--- src/rtl/q15_rmul_pkg.sv ---
package q15_rmul_pkg;
  typedef enum logic {
    MODE_SIGNED = 1'b0,
    MODE_UNITY  = 1'b1
  } q15_mode_e;
endpackage

--- src/rtl/q15_valid_pipe.sv ---
module q15_valid_pipe #(
  parameter int unsigned DEPTH = 2
) (
  input  logic             clk_i,
  input  logic             rst_ni,
  input  logic             valid_i,
  output logic [DEPTH-1:0] taps_o
);
  for (genvar i = 0; i < DEPTH; i++) begin : g_stage
    logic v_q;
    logic v_d;
    if (i == 0) begin : g_head
      assign v_d = valid_i;
    end else begin : g_tail
      assign v_d = g_stage[i-1].v_q;
    end
    always_ff @(posedge clk_i or negedge rst_ni) begin
      if (!rst_ni) v_q <= 1'b0;
      else         v_q <= v_d;
    end
    assign taps_o[i] = v_q;
  end
endmodule

--- src/rtl/q15_mul_stage.sv ---
module q15_mul_stage
  import q15_rmul_pkg::*;
#(
  parameter int unsigned DATA_W = 16,
  localparam int unsigned PROD_W = 2 * DATA_W
) (
  input  logic                     clk_i,
  input  logic                     rst_ni,
  input  logic                     en_i,
  input  q15_mode_e                mode_i,
  input  logic        [DATA_W-1:0] a_i,
  input  logic        [DATA_W-1:0] b_i,
  output logic signed [PROD_W-1:0] prod_o,
  output q15_mode_e                mode_o
);
  localparam logic [DATA_W-1:0] UNITY_ONE = DATA_W'(1) << (DATA_W - 1);

  logic signed [PROD_W-1:0] prod_d;
  assign prod_d = PROD_W'($signed(a_i)) * PROD_W'($signed(b_i));

  always_ff @(posedge clk_i or negedge rst_ni) begin
    if (!rst_ni) begin
      prod_o <= '0;
      mode_o <= MODE_SIGNED;
    end else if (en_i) begin
      prod_o <= prod_d;
      mode_o <= mode_i;
    end
  end

  // input contract: unity operands never exceed +1.0
  assert_unity_range_R4: assert property (@(posedge clk_i) disable iff (!rst_ni)
    (en_i && mode_i == MODE_UNITY) |-> (a_i <= UNITY_ONE && b_i <= UNITY_ONE));
endmodule

--- src/rtl/q15_round_sat.sv ---
module q15_round_sat
  import q15_rmul_pkg::*;
#(
  parameter int unsigned DATA_W = 16,
  localparam int unsigned PROD_W = 2 * DATA_W,
  localparam int unsigned FRAC_W = DATA_W - 1
) (
  input  logic signed [PROD_W-1:0] prod_i,
  input  q15_mode_e                mode_i,
  output logic        [DATA_W-1:0] res_o
);
  localparam logic signed [PROD_W-1:0] HALF_LSB = PROD_W'(1) << (FRAC_W - 1);
  localparam logic signed [PROD_W-1:0] POS_MAX  = (PROD_W'(1) << FRAC_W) - PROD_W'(1);

  logic signed [PROD_W-1:0] biased;
  logic signed [PROD_W-1:0] shifted;
  logic        [DATA_W-1:0] mag;

  assign biased  = prod_i + HALF_LSB;
  assign shifted = biased >>> FRAC_W;
  // |shifted| <= 2^FRAC_W, so the low DATA_W bits carry the whole magnitude
  assign mag     = shifted[PROD_W-1] ? (~shifted[DATA_W-1:0] + DATA_W'(1))
                                     : shifted[DATA_W-1:0];

  always_comb begin
    if (mode_i == MODE_UNITY)    res_o = mag;
    else if (shifted > POS_MAX)  res_o = POS_MAX[DATA_W-1:0];
    else                         res_o = shifted[DATA_W-1:0];
  end
endmodule

--- src/rtl/q15_rmul.sv ---
module q15_rmul
  import q15_rmul_pkg::*;
#(
  parameter int unsigned DATA_W = 16
) (
  input  logic              clk_i,
  input  logic              rst_ni,
  input  logic              valid_i,
  input  logic              mode_i,
  input  logic [DATA_W-1:0] a_i,
  input  logic [DATA_W-1:0] b_i,
  output logic              valid_o,
  output logic [DATA_W-1:0] y_o
);
  localparam int unsigned PROD_W  = 2 * DATA_W;
  localparam int unsigned LAT     = 2;
  localparam logic [DATA_W-1:0] UNITY_ONE = DATA_W'(1) << (DATA_W - 1);

  logic [LAT-1:0]           vtap;
  logic signed [PROD_W-1:0] prod_q;
  q15_mode_e                mode_s1;
  logic [DATA_W-1:0]        res_d;
  logic [DATA_W-1:0]        y_q;
  q15_mode_e                mode_q;

  q15_valid_pipe #(.DEPTH(LAT)) u_vpipe (
    .clk_i  (clk_i),
    .rst_ni (rst_ni),
    .valid_i(valid_i),
    .taps_o (vtap)
  );

  q15_mul_stage #(.DATA_W(DATA_W)) u_mul (
    .clk_i (clk_i),
    .rst_ni(rst_ni),
    .en_i  (valid_i),
    .mode_i(q15_mode_e'(mode_i)),
    .a_i   (a_i),
    .b_i   (b_i),
    .prod_o(prod_q),
    .mode_o(mode_s1)
  );

  q15_round_sat #(.DATA_W(DATA_W)) u_rnd (
    .prod_i(prod_q),
    .mode_i(mode_s1),
    .res_o (res_d)
  );

  always_ff @(posedge clk_i or negedge rst_ni) begin
    if (!rst_ni) begin
      y_q    <= '0;
      mode_q <= MODE_SIGNED;
    end else if (vtap[0]) begin
      y_q    <= res_d;
      mode_q <= mode_s1;
    end
  end

  assign valid_o = vtap[LAT-1];
  assign y_o     = y_q;

  // cycles since reset, saturating; gates properties that look back
  logic [1:0] warm_q;
  always_ff @(posedge clk_i or negedge rst_ni) begin
    if (!rst_ni)                warm_q <= '0;
    else if (warm_q != 2'd3)    warm_q <= warm_q + 2'd1;
  end

  assert_valid_latency_R6: assert property (@(posedge clk_i)
    disable iff (!rst_ni || warm_q < 2'd2)
    valid_o == $past(valid_i, 2));

  assert_signed_no_min_R3: assert property (@(posedge clk_i) disable iff (!rst_ni)
    (valid_o && mode_q == MODE_SIGNED) |-> (y_o != UNITY_ONE));

  assert_unity_ceiling_R5: assert property (@(posedge clk_i) disable iff (!rst_ni)
    (valid_o && mode_q == MODE_UNITY) |-> (y_o <= UNITY_ONE));

  assert_zero_operand_R8: assert property (@(posedge clk_i)
    disable iff (!rst_ni || warm_q < 2'd2)
    (valid_o && $past(valid_i && (a_i == '0 || b_i == '0), 2)) |-> (y_o == '0));

  assert_hold_idle_R7: assert property (@(posedge clk_i)
    disable iff (!rst_ni || warm_q < 2'd1)
    !valid_o |-> $stable(y_o));
endmodule

--- config.mk ---
export PLATFORM = sky130hd
export DESIGN_NAME = q15_rmul
export DESIGN_NICKNAME = d
export VERILOG_FILES = /design/src/rtl/q15_rmul_pkg.sv /design/src/rtl/q15_valid_pipe.sv /design/src/rtl/q15_mul_stage.sv /design/src/rtl/q15_round_sat.sv /design/src/rtl/q15_rmul.sv
export SDC_FILE = /design/constraint.sdc
export NUM_CORES = 1
export LEC_CHECK = 0
export CAP_MARGIN = 15
export CORE_ASPECT_RATIO = 0.8
export CORE_MARGIN = 1
export CORE_UTILIZATION = 50
export DETAILED_ROUTE_END_ITERATION = 8
export PLACE_DENSITY = 0.68
export SYNTH_ARGS = -nofsm -noshare
export SYNTH_HDL_FRONTEND = slang
export SYNTH_SLANG_ARGS = --single-unit
export TNS_END_PERCENT = 5
--- constraint.sdc ---
create_clock -name clk_i -period 7.48 [get_ports clk_i]
set_clock_uncertainty 0.1 [all_clocks]
set_input_delay 1.496 -clock clk_i [delete_from_list [all_inputs] [get_ports clk_i]]
set_output_delay 1.496 -clock clk_i [all_outputs]
set_load 0.01 [all_outputs]
==> impl_results.md, run 1 <==
* Status: complete, no violations
* Number of global-route vias before repair at 9,711
* Cts bufs inserted at 5
* H-Tree Depth at 2
* Register bit total from synthesis at 37
* Via count at 8,900
* Sequential share of the synthesized area at 0.07886
* Unique masters post-synth at 61
* Finished Cell Area at 14,270 sq um
* Synthesized instance count at 1,284
* Worst hold path type: reg2reg
* Endpoints failing hold at 0
* Multi-input gate area at 9711 sq um
* Largest net degree at the start of global routing at 38
* Cell Rows at 49
* Max-slew headroom at the worst pin at 0.4273
* CTS clk-pin slew, worst paths at 50 ps
* Flip-flop and latch area at 925.9 sq um
* Worst Setup Start Kind: primary input
* Endpoint class of the critical path: flip-flop
* DR iter-0 viols at 355
* Post-synth EDFFs at 0
* Max-Cap Viols at 0
* Core Util, Final at 0.6275
* Mapped Area at 11,740 sq um
* Die area at 24,100 sq um
* Synth Warn # at 0
* First-pass iteration count of the detailed router at 5
* Wirelength per Cell at 15.54 microns
* Max Root-Sink Buffers at 2
* Global route total overflow at 0
* DRT antenna net count at 0
* Die outline height at 139.1 microns
* # DRC at 0
* CTS sink cnt at 37
* Primary FF master, synth: dfrtp_1
* IO Port Bufs at 52
* Clk_lat worst skew at 270 ps
* Achievable clock frequency at 136.2 MHz
* Area post-placement at 13,480 sq um
* Hold buffer count at cts at 0
* Vias per cell at 5.040
* Drt total wl at 27.44 mm
* Fin crit share at 0.9818
* Placed insts at 1,733
* Die Width at 173.3 microns
* Clock root buffer: clkbuf_16
* Tot GR Track Use at 0.2400
* CTS tree: done
* Syn nets at 1,663
* WS Path Type: in2reg
* Ports at 53
* GP Congestion at 0.8834
* Crit path max fanout at 6
* WP data arrival at 7400 ps
* P&R area growth vs syn at 21.57%
* Nets@finish at 1,838
* First-pass GRT wire length at 46.82 mm
* Least-Margin Pin Slew at 856.3 ps
* Fillers at 1,877
* Syn_area_per_cell at 9.144 sq um
* Non-filler cells, final at 1,766
* Post-synth ARST share at 1.000
* Initial antenna violation count at 0
* Initial Util at 0.5162
* Core area at 22,750 sq um
* Final min period at 7344 ps
* Critical Path RT at 7540 ps
* Final setup violation count at 0
* Hpwl dp at 23.34 mm
* Slew Viols, Final at 0
* Share of layout cells above drive strength 1 at 0.1899
## cell families after synthesis
family                   count (synthesis)  synth area share
adder cells (fa/ha/maj)                343            0.5324
flip-flops                              37           0.07886
XOR/XNOR                                37           0.02760
AND/OR/NAND/NOR                        379            0.1645
buffers and inverters                  371            0.1199
multiplexers                            11           0.01055
AO/OA/AOI/OAI                          106           0.06618
## worst paths after layout
kind	start	endpoint	slack, ps	cells past startpoint
max reg2reg	u_mul.prod_o[14]	y_o[4]	4300	11
min reg2reg	y_o[3]	y_o[3]	380	1
max	b_i[11]	u_mul.prod_o[28]	140	21
min in group asynchronous	rst_ni	y_o[3]	1210	1
max in group asynchronous	rst_ni	y_o[10]	5550	1
min	y_o[3]	y_o[3]	380	1
## critical path: stages
cell and delay, ps:
clkdlybuf4s50_1 470, buf_6 130, nand2_2 50, fa_1 490, inv_2 40, fa_1 570
fa_1 470, fa_1 520, fa_1 550, inv_1 50, fa_1 530, inv_2 50
ha_4 250, a21oi_2 150, o21ai_2 100, o21ai_2 220, o31ai_4 130, a2111o_1 440
a31o_2 280, xor2_1 130, mux2_2 260
## cells in the mapped netlist (3+ instances only)
library cell / count / area share
inv_1: 328 / 0.10
a31oi_1: 9 / 0.0048
nor2_1: 32 / 0.010
nand4_1: 7 / 0.0037
and3_1: 8 / 0.0043
o21bai_1: 3 / 0.0019
a31o_2: 6 / 0.0045
nand2b_1: 7 / 0.0037
xnor2_1: 23 / 0.017
and2_1: 123 / 0.066
a21o_1: 8 / 0.0051
a211oi_1: 6 / 0.0038
a21oi_1: 19 / 0.0081
o21a_1: 4 / 0.0026
a211oi_2: 4 / 0.0043
nor3_1: 14 / 0.0060
buf_2: 3 / 0.0013
nor4_1: 3 / 0.0016
dfrtp_1: 37 / 0.079
or2_2: 3 / 0.0016
xor2_1: 14 / 0.010
clkbuf_1: 37 / 0.012
o31ai_1: 5 / 0.0032
mux2_2: 11 / 0.011
nand2_1: 147 / 0.047
nand3_1: 14 / 0.0060
o311ai_0: 3 / 0.0022
o21ai_0: 18 / 0.0077
nor2b_1: 5 / 0.0027
fa_1: 261 / 0.45
ha_1: 82 / 0.087
## per-stage QoR
stage	setup WS [ps]	setup TNS, ps	hold WS (ps)
6_report	136.2	0	375.9
4_1_cts	2.851	0	379.9
2_1_floorplan	3.062	0	349.5
3_3_place_gp	-474.5	-4031	364.7
5_1_grt	-51.97	-111.5	406.5
3_5_place_dp	-557.5	-5399	367.4
## cells in the final DEF, fill, tap and decap left out, types with 5 or more instances in the layout
master	netlist	routed
nand2b_1	7	7
ha_1	82	71
clkbuf_2	0	5
inv_2	0	15
a211oi_1	6	5
buf_4	1	123
dlygate4sd2_1	0	8
buf_6	1	30
nor2b_1	5	5
mux2_2	11	11
inv_1	328	313
fa_1	261	248
a31oi_1	9	9
a21oi_1	19	13
nor3_1	14	14
and2_1	123	116
nand4_1	7	7
a31o_2	6	6
nor2_1	32	31
xnor2_1	23	23
a21o_1	8	8
nand2_1	147	135
fa_2	0	13
nand2_2	1	11
a21oi_2	0	5
o21ai_0	18	15
and3_1	8	8
ha_4	0	9
dlymetal6s2s_1	0	17
clkbuf_16	0	5
and2_4	0	7
clkdlybuf4s50_1	0	21
xor2_1	14	14
dfrtp_1	37	37
nand3_1	14	13
## per-layer routing
| metal | vias up | global-route usage | part of all wire |
|---|---|---|---|
| met5 | - | 0 | 0 |
| met4 | 0 | 0.03260 | 0.011 |
| met3 | 27 | 0.02878 | 0.050 |
| met2 | 179 | 0.4130 | 0.49 |
| met1 | 4497 | 0.3339 | 0.45 |
| li1 | 4197 | - | - |
## flip-flops by register name, summed over array words and instances, names as in the netlist
register / cells
u_mul.prod_o: 18
u_vpipe.g_stage.v_q: 2
y_o: 16
u_mul.mode_o: 1
## final cells by class
cell class / instances / area share
inverter: 329 / 0.08652
multi-input combinational: 876 / 0.6803
timing repair buffer: 210 / 0.1313
clock buffer: 7 / 0.009993
tap: 306 / 0.02682
antenna: 1 / 0.0001753
sequential: 37 / 0.06487
## repair_timing
| item | in CTS | in global routing |
|---|---|---|
| pin swaps | 7 | 88 |
| setup endpoints to repair | 11 | 14 |
| setup buffers | 5 | 20 |
| gates resized for setup | 26 | 131 |
Power of run 1 is not shown: default switching activity piles up to over one toggle a cycle in this logic, so the estimate is an artifact.
==> run 2: changes to the inputs <==
--- a/config.mk
+++ b/config.mk
@@ -8,9 +8,8 @@
 export CAP_MARGIN = 15
 export CORE_ASPECT_RATIO = 0.8
 export CORE_MARGIN = 1
-export CORE_UTILIZATION = 50
+export CORE_UTILIZATION = 24
 export DETAILED_ROUTE_END_ITERATION = 8
-export PLACE_DENSITY = 0.68
 export SYNTH_ARGS = -nofsm -noshare
 export SYNTH_HDL_FRONTEND = slang
 export SYNTH_SLANG_ARGS = --single-unit
==> impl_results.md, run 2 (synthesis results as in run 1) <==
* Clock root buffer: clkbuf_16
* WP data arrival at 7370 ps (-30 ps)
* Ports at 53 (unchanged)
* Worst Reg-to-Reg Cells at 11 (unchanged)
* Reg-to-Reg End: y_o[4]
* Initial Util at 0.2432 (-0.2730)
* Nets@finish at 1,825 (-0.71%)
* Vias per cell at 4.277 (-15%)
* Max-Cap Viols at 0 (unchanged)
* ANT cells at 0 (-1)
* Slew Viols, Final at 0 (unchanged)
* Initial antenna violation count at 0 (unchanged)
* H-Tree Depth at 2 (unchanged)
* Worst hold path type: reg2reg
* # DRC at 0 (unchanged)
* Share of layout cells above drive strength 1 at 0.1755 (-0.01432)
* Status: complete, no violations
* P&R area growth vs syn at 24.57%
* Cts bufs inserted at 5 (unchanged)
* Largest net degree at the start of global routing at 38 (unchanged)
* CTS sink cnt at 37 (unchanged)
* Number of global-route vias before repair at 9,907 (+2.0%)
* Tot GR Track Use at 0.1183 (-0.1217)
* Core area at 48,290 sq um (+110%)
* Worst Setup Start Kind: primary input
* Die Width at 249.3 microns (+44%)
* Hold path startpoint: y_o[10]
* Drt total wl at 27.97 mm (+1.9%)
* IO Port Bufs at 52 (unchanged)
* Max-slew headroom at the worst pin at 0.4570 (+0.02965)
* Regs by FF count: u_mul.prod_o x18, y_o x16, u_vpipe.g_stage.v_q x2
* Hpwl dp at 24.32 mm (+4.2%)
* Fin crit share at 0.9768 (-0.005015)
* WS Path Type: in2reg
* Global route total overflow at 0 (unchanged)
* Die outline height at 199.8 microns (+44%)
* Largest delay share family, worst path: adder cells
* Endpoint, Worst Hold: y_o[10]
* Final setup violation count at 0 (unchanged)
* Least-Margin Pin Slew at 814.5 ps (-41.79 ps)
* R2R Path Start: u_mul.prod_o[14]
* Most common cell after layout, fill and taps aside: inv_1
* Flip-flop and latch area at 925.9 sq um (unchanged)
* Critical-path cell list: clkdlybuf4s50_1 -> buf_6 -> buf_8 -> nand2_2 -> fa_1 -> inv_1 -> fa_1 -> fa_1 -> fa_1 -> fa_1 -> inv_1 -> fa_1 -> inv_2 -> ha_4 -> a21o_1 -> a21oi_1 -> nor2_1 -> o21a_1 -> a2111o_1 -> a31o_2 -> xor2_1 -> mux2_2
* Largest stage delay on the critical path at 530 ps (-40 ps)
* Critical path's most frequent cell: fa_1
* Achievable clock frequency at 136.9 MHz (+0.51%)
* WHS at 380.0 ps (+4.052 ps)
* Clk_lat worst skew at 280 ps (about the same)
* Endpoint class of the critical path: flip-flop
* Via count at 8,879 (-0.24%)
* Crit path max fanout at 7 (+1)
* Largest register FFs at 18 (unchanged)
* DR iter-0 viols at 304 (-14%)
* Biggest register: u_mul.prod_o
* Crit path buffers/inverters at 6 (+1)
* Worst reg2reg setup slack at 4370 ps (+70 ps)
* Core Util, Final at 0.3029 (-0.3246)
* CTS clk-pin slew, worst paths at 60 ps (about the same)
* Wirelength per Cell at 13.47 microns (-13%)
* Most frequent cells in the layout: inv_1 (318), fa_1 (245), nand2_1 (139)
* Fillers at 5,062 (+170%)
* GP Congestion at 0.8305 (-6.0%)
* Multi-input gate area at 9683 sq um (-0.28%)
* Crit-path slowest cell: fa_1
* Die area at 49,820 sq um (+110%)
* Critical Path RT at 7540 ps (about the same)
* Endpoints failing hold at 0 (unchanged)
* CTS tree: done
* First-pass GRT wire length at 48.20 mm (+2.9%)
* Final min period at 7306 ps (-37.51 ps)
* First-pass iteration count of the detailed router at 4 (-1)
* DRT antenna net count at 0 (unchanged)
* Cell Rows at 72 (+47%)
* Max Root-Sink Buffers at 2 (unchanged)
* Hold buffer count at cts at 0 (unchanged)
* Hold Crit Depth at 1 (unchanged)
==> run 2: stage by stage <==
step / setup TNS (ps) / std cells / cell area, sq um / worst slack [ps]
2_1_floorplan: 0 / 1284 / 11740 / 3.062
3_3_place_gp: -6262 / 2046 / 13830 / -627.4
3_5_place_dp: -7149 / 2046 / 13830 / -660.8
4_1_cts: -64.56 / 2054 / 14030 / -64.56
5_1_grt: -20.46 / 2076 / 14630 / -20.46
6_report: 0 / 2076 / 14630 / 173.7
==> run 2: timing repair <==
item                       in CTS  in global routing
cloned                          0                  2
buffers inserted                0                 21
setup endpoints to repair      13                 14
gates resized for setup        20                121
pin swaps                       1                 64
hold endpoints to repair        0                  0
==> run 2: cell type report <==
class / count / share of cell area
Tap cell: 629 / 0.05381
Timing Repair Buffer: 197 / 0.1241
Sequential cell: 37 / 0.06330
Clock buffer: 6 / 0.009495
Clock inverter: 2 / 0.002566
Inverter: 329 / 0.08469
Multi-Input combinational cell: 876 / 0.6620
==> run 2: how the worst max path moves through the flow <==
stage,startpoint,cells past startpoint,to,slack (ps)
floorplan,b_i[1],22,u_mul.prod_o[28],3
global placement,b_i[4],21,u_mul.prod_o[28],-630
detailed placement,a_i[6],21,u_mul.prod_o[28],-660
CTS,b_i[2],24,u_mul.prod_o[28],-60
global route,a_i[13],22,u_mul.prod_o[28],-20
finish,a_i[13],22,u_mul.prod_o[28],170
==> run 2: routing by layer <==
metal | GRT usage | part of all wire | vias up
met4 | 0.02241 | 0.016 | 0
met1 | 0.1501 | 0.45 | 4547
li1 | - | - | 4176
met3 | 0.008169 | 0.025 | 29
met5 | 0 | 0 | -
met2 | 0.2223 | 0.51 | 127
Power of run 2 is left out for the same reason.
